`config.mk`:
```
export PLATFORM = sky130hd
export DESIGN_NAME = lcd_seg_drv
export DESIGN_NICKNAME = d
export VERILOG_FILES = /design/src/rtl/lcd_drv_pkg.sv /design/src/rtl/lcd_rst_sync.sv /design/src/rtl/lcd_bp_gen.sv /design/src/rtl/lcd_bcd7.sv /design/src/rtl/lcd_seg_drv.sv
export SDC_FILE = /design/constraint.sdc
export NUM_CORES = 1
export LEC_CHECK = 0
export ABC_AREA = 1
export BUFFER_PORTS_ARGS = -buffer_cell sky130_fd_sc_hd__buf_2
export CORE_MARGIN = 1
export CORE_UTILIZATION = 58
export CTS_BUF_LIST = sky130_fd_sc_hd__clkbuf_4
export DETAILED_ROUTE_END_ITERATION = 16
export GPL_TIMING_DRIVEN = 0
export MAX_ROUTING_LAYER = met4
export PLACE_DENSITY = 0.83
export SLEW_MARGIN = 20
export SYNTH_ARGS = -nofsm -noshare
export SYNTH_HDL_FRONTEND = slang
export SYNTH_HIERARCHICAL = 1
export SYNTH_SLANG_ARGS = --single-unit
```
`constraint.sdc`:
```
create_clock -name clk_i -period 1.25 [get_ports clk_i]
set_input_delay 0.0625 -clock clk_i [delete_from_list [all_inputs] [get_ports clk_i]]
set_output_delay 0.0625 -clock clk_i [all_outputs]
set_load 0.03 [all_outputs]
```
`src/rtl/lcd_drv_pkg.sv`:
```
package lcd_drv_pkg;
  localparam int BCD_W         = 4;
  localparam int SEG_PER_DIGIT = 7;
  localparam int FULL_DIGITS   = 3;
  localparam int IDX_THOU      = FULL_DIGITS * SEG_PER_DIGIT;
  localparam int IDX_MINUS     = IDX_THOU + 1;
  localparam int SEG_TOTAL     = IDX_MINUS + 1;

  typedef logic [SEG_PER_DIGIT-1:0] seg7_t;
  typedef logic [SEG_TOTAL-1:0]     segvec_t;
  typedef logic [BCD_W-1:0]         bcd_t;
endpackage

```
`src/rtl/lcd_rst_sync.sv`:
```
module lcd_rst_sync #(
  parameter int STAGES = 2
) (
  input  logic clk_i,
  input  logic rst_ni,
  output logic rst_no
);
  logic [STAGES-1:0] chain_q;

  always_ff @(posedge clk_i or negedge rst_ni) begin
    if (!rst_ni) chain_q <= '0;
    else         chain_q <= {chain_q[STAGES-2:0], 1'b1};
  end

  assign rst_no = chain_q[STAGES-1];
endmodule

```
`src/rtl/lcd_bp_gen.sv`:
```
module lcd_bp_gen #(
  parameter int HALF = 400
) (
  input  logic clk_i,
  input  logic rst_ni,
  output logic bp_next_o,
  output logic bp_o
);
  localparam int CW = (HALF > 1) ? $clog2(HALF) : 1;
  localparam logic [CW-1:0] LAST = CW'(HALF - 1);

  logic [CW-1:0] cnt_q, cnt_d;
  logic          bp_q, bp_d;
  logic          wrap;

  always_comb begin
    wrap  = (cnt_q == LAST);
    cnt_d = wrap ? '0 : cnt_q + CW'(1);
    bp_d  = bp_q ^ wrap;
  end

  always_ff @(posedge clk_i or negedge rst_ni) begin
    if (!rst_ni) begin
      cnt_q <= '0;
      bp_q  <= 1'b0;
    end else begin
      cnt_q <= cnt_d;
      bp_q  <= bp_d;
    end
  end

  assign bp_next_o = bp_d;
  assign bp_o      = bp_q;
endmodule

```
`src/rtl/lcd_bcd7.sv`:
```
module lcd_bcd7
  import lcd_drv_pkg::*;
(
  input  bcd_t  bcd_i,
  output seg7_t seg_o
);
  always_comb begin
    unique case (bcd_i)
      4'd0:    seg_o = 7'h3F;
      4'd1:    seg_o = 7'h06;
      4'd2:    seg_o = 7'h5B;
      4'd3:    seg_o = 7'h4F;
      4'd4:    seg_o = 7'h66;
      4'd5:    seg_o = 7'h6D;
      4'd6:    seg_o = 7'h7D;
      4'd7:    seg_o = 7'h07;
      4'd8:    seg_o = 7'h7F;
      4'd9:    seg_o = 7'h6F;
      default: seg_o = 7'h00; // codes above nine stay dark
    endcase
  end
endmodule

```
`src/rtl/lcd_seg_drv.sv`:
```
module lcd_seg_drv
  import lcd_drv_pkg::*;
#(
  parameter int BP_HALF = 400
) (
  input  logic                 clk_i,
  input  logic                 rst_ni,
  input  logic [BCD_W-1:0]     units_i,
  input  logic [BCD_W-1:0]     tens_i,
  input  logic [BCD_W-1:0]     hund_i,
  input  logic                 thou_i,
  input  logic                 neg_i,
  input  logic                 test_i,
  output logic [SEG_TOTAL-1:0] seg_o,
  output logic                 bp_o
);
  logic rst_sync_n;
  logic bp_d, bp_q;

  lcd_rst_sync #(.STAGES(2)) u_rst (
    .clk_i  (clk_i),
    .rst_ni (rst_ni),
    .rst_no (rst_sync_n)
  );

  lcd_bp_gen #(.HALF(BP_HALF)) u_bp (
    .clk_i     (clk_i),
    .rst_ni    (rst_sync_n),
    .bp_next_o (bp_d),
    .bp_o      (bp_q)
  );

  bcd_t  digit_w [FULL_DIGITS];
  seg7_t glyph_w [FULL_DIGITS];

  assign digit_w[0] = units_i;
  assign digit_w[1] = tens_i;
  assign digit_w[2] = hund_i;

  for (genvar g = 0; g < FULL_DIGITS; g++) begin : g_dec
    lcd_bcd7 u_dec (
      .bcd_i (digit_w[g]),
      .seg_o (glyph_w[g])
    );
  end

  segvec_t lit_d, seg_d, seg_q;

  always_comb begin
    lit_d = '0;
    for (int k = 0; k < FULL_DIGITS; k++) begin
      lit_d[k*SEG_PER_DIGIT +: SEG_PER_DIGIT] = glyph_w[k];
    end
    lit_d[IDX_THOU]  = thou_i;
    lit_d[IDX_MINUS] = neg_i;
    if (test_i) lit_d = '1;
    // combine with the value the backplane takes on this same edge
    seg_d = lit_d ^ {SEG_TOTAL{bp_d}};
  end

  always_ff @(posedge clk_i or negedge rst_sync_n) begin
    if (!rst_sync_n) seg_q <= '0;
    else             seg_q <= seg_d;
  end

  assign seg_o = seg_q;
  assign bp_o  = bp_q;
endmodule

```
==> summary by stage <==
Global route
The number of global-route vias before repair is 1854. The overall global routing resource usage is 0.2478. The number of antenna violations at the first check in global routing came to 0. Summed over all layers, the global routing overflow is 0.

The largest net degree at the start of global routing is 34. The first global-routing pass estimated 7.638 mm of wire.

STA
The total of endpoints with negative setup slack in the final report is 23. Setup repair after global routing could not meet its margin everywhere. Based on the critical path, the design can be clocked at up to 642.1 MHz. The final critical path time including I/O delays and setup is 1.557 ns.

The maximum clock skew at final layout is 0.01516 ns. The count of final max-slew check failures is 0. The worst hold margin is 0.02001 ns.

For the pin with the worst max-slew slack, the measured transition is 0.6953 ns. The final cycle utilization of the critical path is 1.246. The final count of hold timing violations is 0. After layout, the worst setup slack is -0.3074 ns. The normalized max-slew margin is 0.5365.

Placed design
The placer congestion estimate is 0.7861. Summed over all nets, the half-perimeter wirelength after detailed placement is 3.141 mm. In this run, placement finished with an instance count of 388. The quantity of I/O buffers inserted on ports is 39.

Worst setup path
Data on the critical path is required at its endpoint by 1.48 ns. The cell depth of the worst flop-to-flop path is 9. STA classifies the critical path endpoint as a register. The type of the worst setup path is register to register. The arrival time at the worst endpoint is 1.79 ns. Of all nets on the critical path, the largest fanout is 10. The startpoint class of the critical path is a register.

Outcome
The run finished, with violations left. The final reports fail on negative setup slack.

Yosys
sky130_fd_sc_hd__dfrtp_1 takes more of the synthesized area than any other cell. The proportion of synthesized chip area in sequential cells is 0.3898. The commonest cells after synthesis are sky130_fd_sc_hd__nand2_1 (125), sky130_fd_sc_hd__dfrtp_1 (35), sky130_fd_sc_hd__nor2_1 (35), sky130_fd_sc_hd__ha_1 (19), sky130_fd_sc_hd__inv_1 (19). The post-synthesis async set-or-reset flop share is 1.000.

The post-synthesis instance area is 2247 µm². Yosys attributes the largest share of cell area to sky130_fd_sc_hd__dfrtp_1 (39%), sky130_fd_sc_hd__nand2_1 (21%), sky130_fd_sc_hd__ha_1 (11%). Counting flops and latches in the post-synthesis netlist gives 35. The most common cell in the synthesized netlist is sky130_fd_sc_hd__nand2_1. The gate count of the mapped netlist is 301.

The number of nets produced by synthesis is 337. Of the post-synthesis cell area, the dominant cell type holds 0.3898. The mean instance size in the synthesized netlist is 7.466 µm². The number of different library cells used by synthesis comes to 20. The number of warnings issued by yosys is 6. In the synthesized netlist the dominant register cell turns out to be sky130_fd_sc_hd__dfrtp_1.

The number of synthesized flops with an enable pin is 0.

Routing
The final routed wire length divided by cell count is 11.17 µm. For this block, the via count after detailed routing is 2013. The first TritonRoute pass finished after 4 iterations. The total wire length after detailed routing is 4.568 mm. In this run, the number of DRC markers left after iteration 0 of detailed routing was 99. The final antenna-violating net count is 0. After detailed routing, the number of vias per cell comes to 4.922. The DRC violation count after routing is 0.

Final layout
The final layout contains 396 nets. In the final layout, the share of cells above drive strength 1 is 0.3047. 0 antenna diodes ended up in the layout. After filler insertion, the fill cell instance count of the layout stands at 282.

From synthesis to final layout, the design area changed by 23.22%. The final cell count without fillers is 409.

Floorplanning
The initialized floorplan defines 22 standard-cell rows. The die covers 4127 µm². The region available for standard cell placement spans 3689 µm². The horizontal die dimension is 64.25 µm. The die outline height is 64.25 µm.

The initial cell density of the core is 0.6092. The number of I/O pins is 41.

Clock network
The maximum level of the CTS H-tree is 2. The clock reaches the later pin of the worst-skew pair after 0.34 ns. TritonCTS built the clock tree. The clock sink count is 35. The total CTS buffers is 5.

The library cell used as clock root buffer is sky130_fd_sc_hd__clkbuf_4. No sink is reached through more buffers than the 2 on the longest clock path. Clock-pin slew was measured on the worst setup and hold paths at 0.11 ns.

Hold path
The path class of the tightest hold or removal check is primary input to asynchronous set/reset pin.

Pwr
The worst supply voltage drop on vdd is 0.0005228 V. The analysis attributes to cell leakage a power of 1.497 nW. Power spread over the standard cell area amounts to 860.3 nW/µm².

Run
The number of violations of the max-capacitance limit is 0.
cell type report:
type	instances	area [µm²]	share of cell area
sequential	35	877.1	0.3168
multi-input combinational	229	1235	0.4460
clock inverter	1	5.005	0.001807
tap	48	60.06	0.02169
buffer	9	103.9	0.03751
timing repair buffer	52	325.3	0.1175
inverter	28	110.1	0.03977
clock buffer	7	52.55	0.01898
worst paths after layout:
kind / endpoint / slack (ns) / startpoint
worst max-delay path: seg_o[14]$_DFF_PN0_ / -0.31 / u_bp/cnt_q[1]$_DFF_PN0_
worst min-delay path: u_rst/chain_q[1]$_DFF_PN0_ / 0.02 / rst_ni
worst max register to register: seg_o[14]$_DFF_PN0_ / -0.31 / u_bp/cnt_q[1]$_DFF_PN0_
worst min register to register: u_bp/cnt_q[4]$_DFF_PN0_ / 0.32 / u_rst/chain_q[1]$_DFF_PN0_
max in group asynchronous: seg_o[2]$_DFF_PN0_ / 0.47 / u_rst/chain_q[1]$_DFF_PN0_
min in group clk_i: seg_o[2]$_DFF_PN0_ / 0.03 / test_i
logic make-up (layout without fill, tap and decap cells):
logic type               Yosys count  count (layout)  synth area share
XOR/XNOR                           3               3           0.01169
AO/OA/AOI/OAI                     26              26           0.07461
flip-flops                        35              35            0.3898
other                              1               1          0.001669
buffers and inverters             37              97           0.08351
adder cells (fa/ha/maj)           19              19            0.1058
AND/OR/NAND/NOR                  180             180            0.3330
power by group:
group / total, W / leakage [nW] / internal [W] / switching, W
sequential: 0.00122 / 0.396 / 0.00119 / 0.0000325
clock: 0.000636 / 0.0361 / 0.000263 / 0.000374
combinational: 0.000526 / 1.07 / 0.000175 / 0.000351
state kept, by name, indices dropped and copies added, names as in the netlist:
signal and cells:
u_bp/bp_o 1, u_bp/cnt_q 9, u_rst/chain_q 2, seg_o 23
metal layers:
layer / routed length [µm] / vias to the layer above / GRT usage / part of all wire
li1: - / 1032 / - / -
met5: 0 / - / - / 0
met2: 2355 / 57 / 0.4224 / 0.52
met1: 1880 / 918 / 0.2677 / 0.41
met4: 94 / 0 / 0.1306 / 0.021
met3: 238 / 6 / 0.05536 / 0.052
stage by stage:
stage / total power, W / cell area [µm²] / TNS [ns] / setup WS [ns] / utilization
after detailed placement: 0.001750 / 2509 / -7.053 / -0.3456 / 0.6801
after global placement: 0.001734 / 2507 / -9.949 / -0.3186 / 0.6798
after floorplan: 0.001604 / 2252 / -3.074 / -0.1524 / -
after global routing: 0.002516 / 2769 / -7.270 / -0.3357 / 0.7507
after CTS: 0.002383 / 2673 / -6.260 / -0.2945 / 0.7246
final: 0.002382 / 2769 / -6.195 / -0.3074 / 0.7507
what timing repair did:
| action | CTS | global route |
|---|---|---|
| hold endpoints to repair | 4 | 0 |
| setup endpoints to repair | 24 | 29 |
| resized for setup | 9 | 11 |
| pin swaps | 3 | 10 |
| buffers inserted | 6 | 3 |
| hold buffers | 3 | 0 |
| cloned | 0 | 1 |
critical path: stages (launching register included):
cell and delay [ns]:
sky130_fd_sc_hd__dfrtp_1 0.40, sky130_fd_sc_hd__ha_4 0.17, sky130_fd_sc_hd__nand2_4 0.06, sky130_fd_sc_hd__nor2_4 0.13, sky130_fd_sc_hd__nand4_1 0.17, sky130_fd_sc_hd__nand2_4 0.17
sky130_fd_sc_hd__inv_6 0.06, sky130_fd_sc_hd__buf_8 0.14, sky130_fd_sc_hd__o21ai_1 0.07, sky130_fd_sc_hd__nand2_1 0.08
placed cells by master, fill, tap and decap left out, drive strengths merged:
cell type    synthesis  layout
nand2              133     133
buf                  9      57
nor2                38      38
dfrtp               35      35
inv                 28      28
o21ai               23      23
ha                  19      19
clkbuf               0       8
nand3                8       8
dlygate4sd3          0       3
a21oi                3       3
xor2                 3       3
clkinv               0       1
nand4                1       1
conb                 1       1
Note: power is estimated with default switching activity, not from simulation.
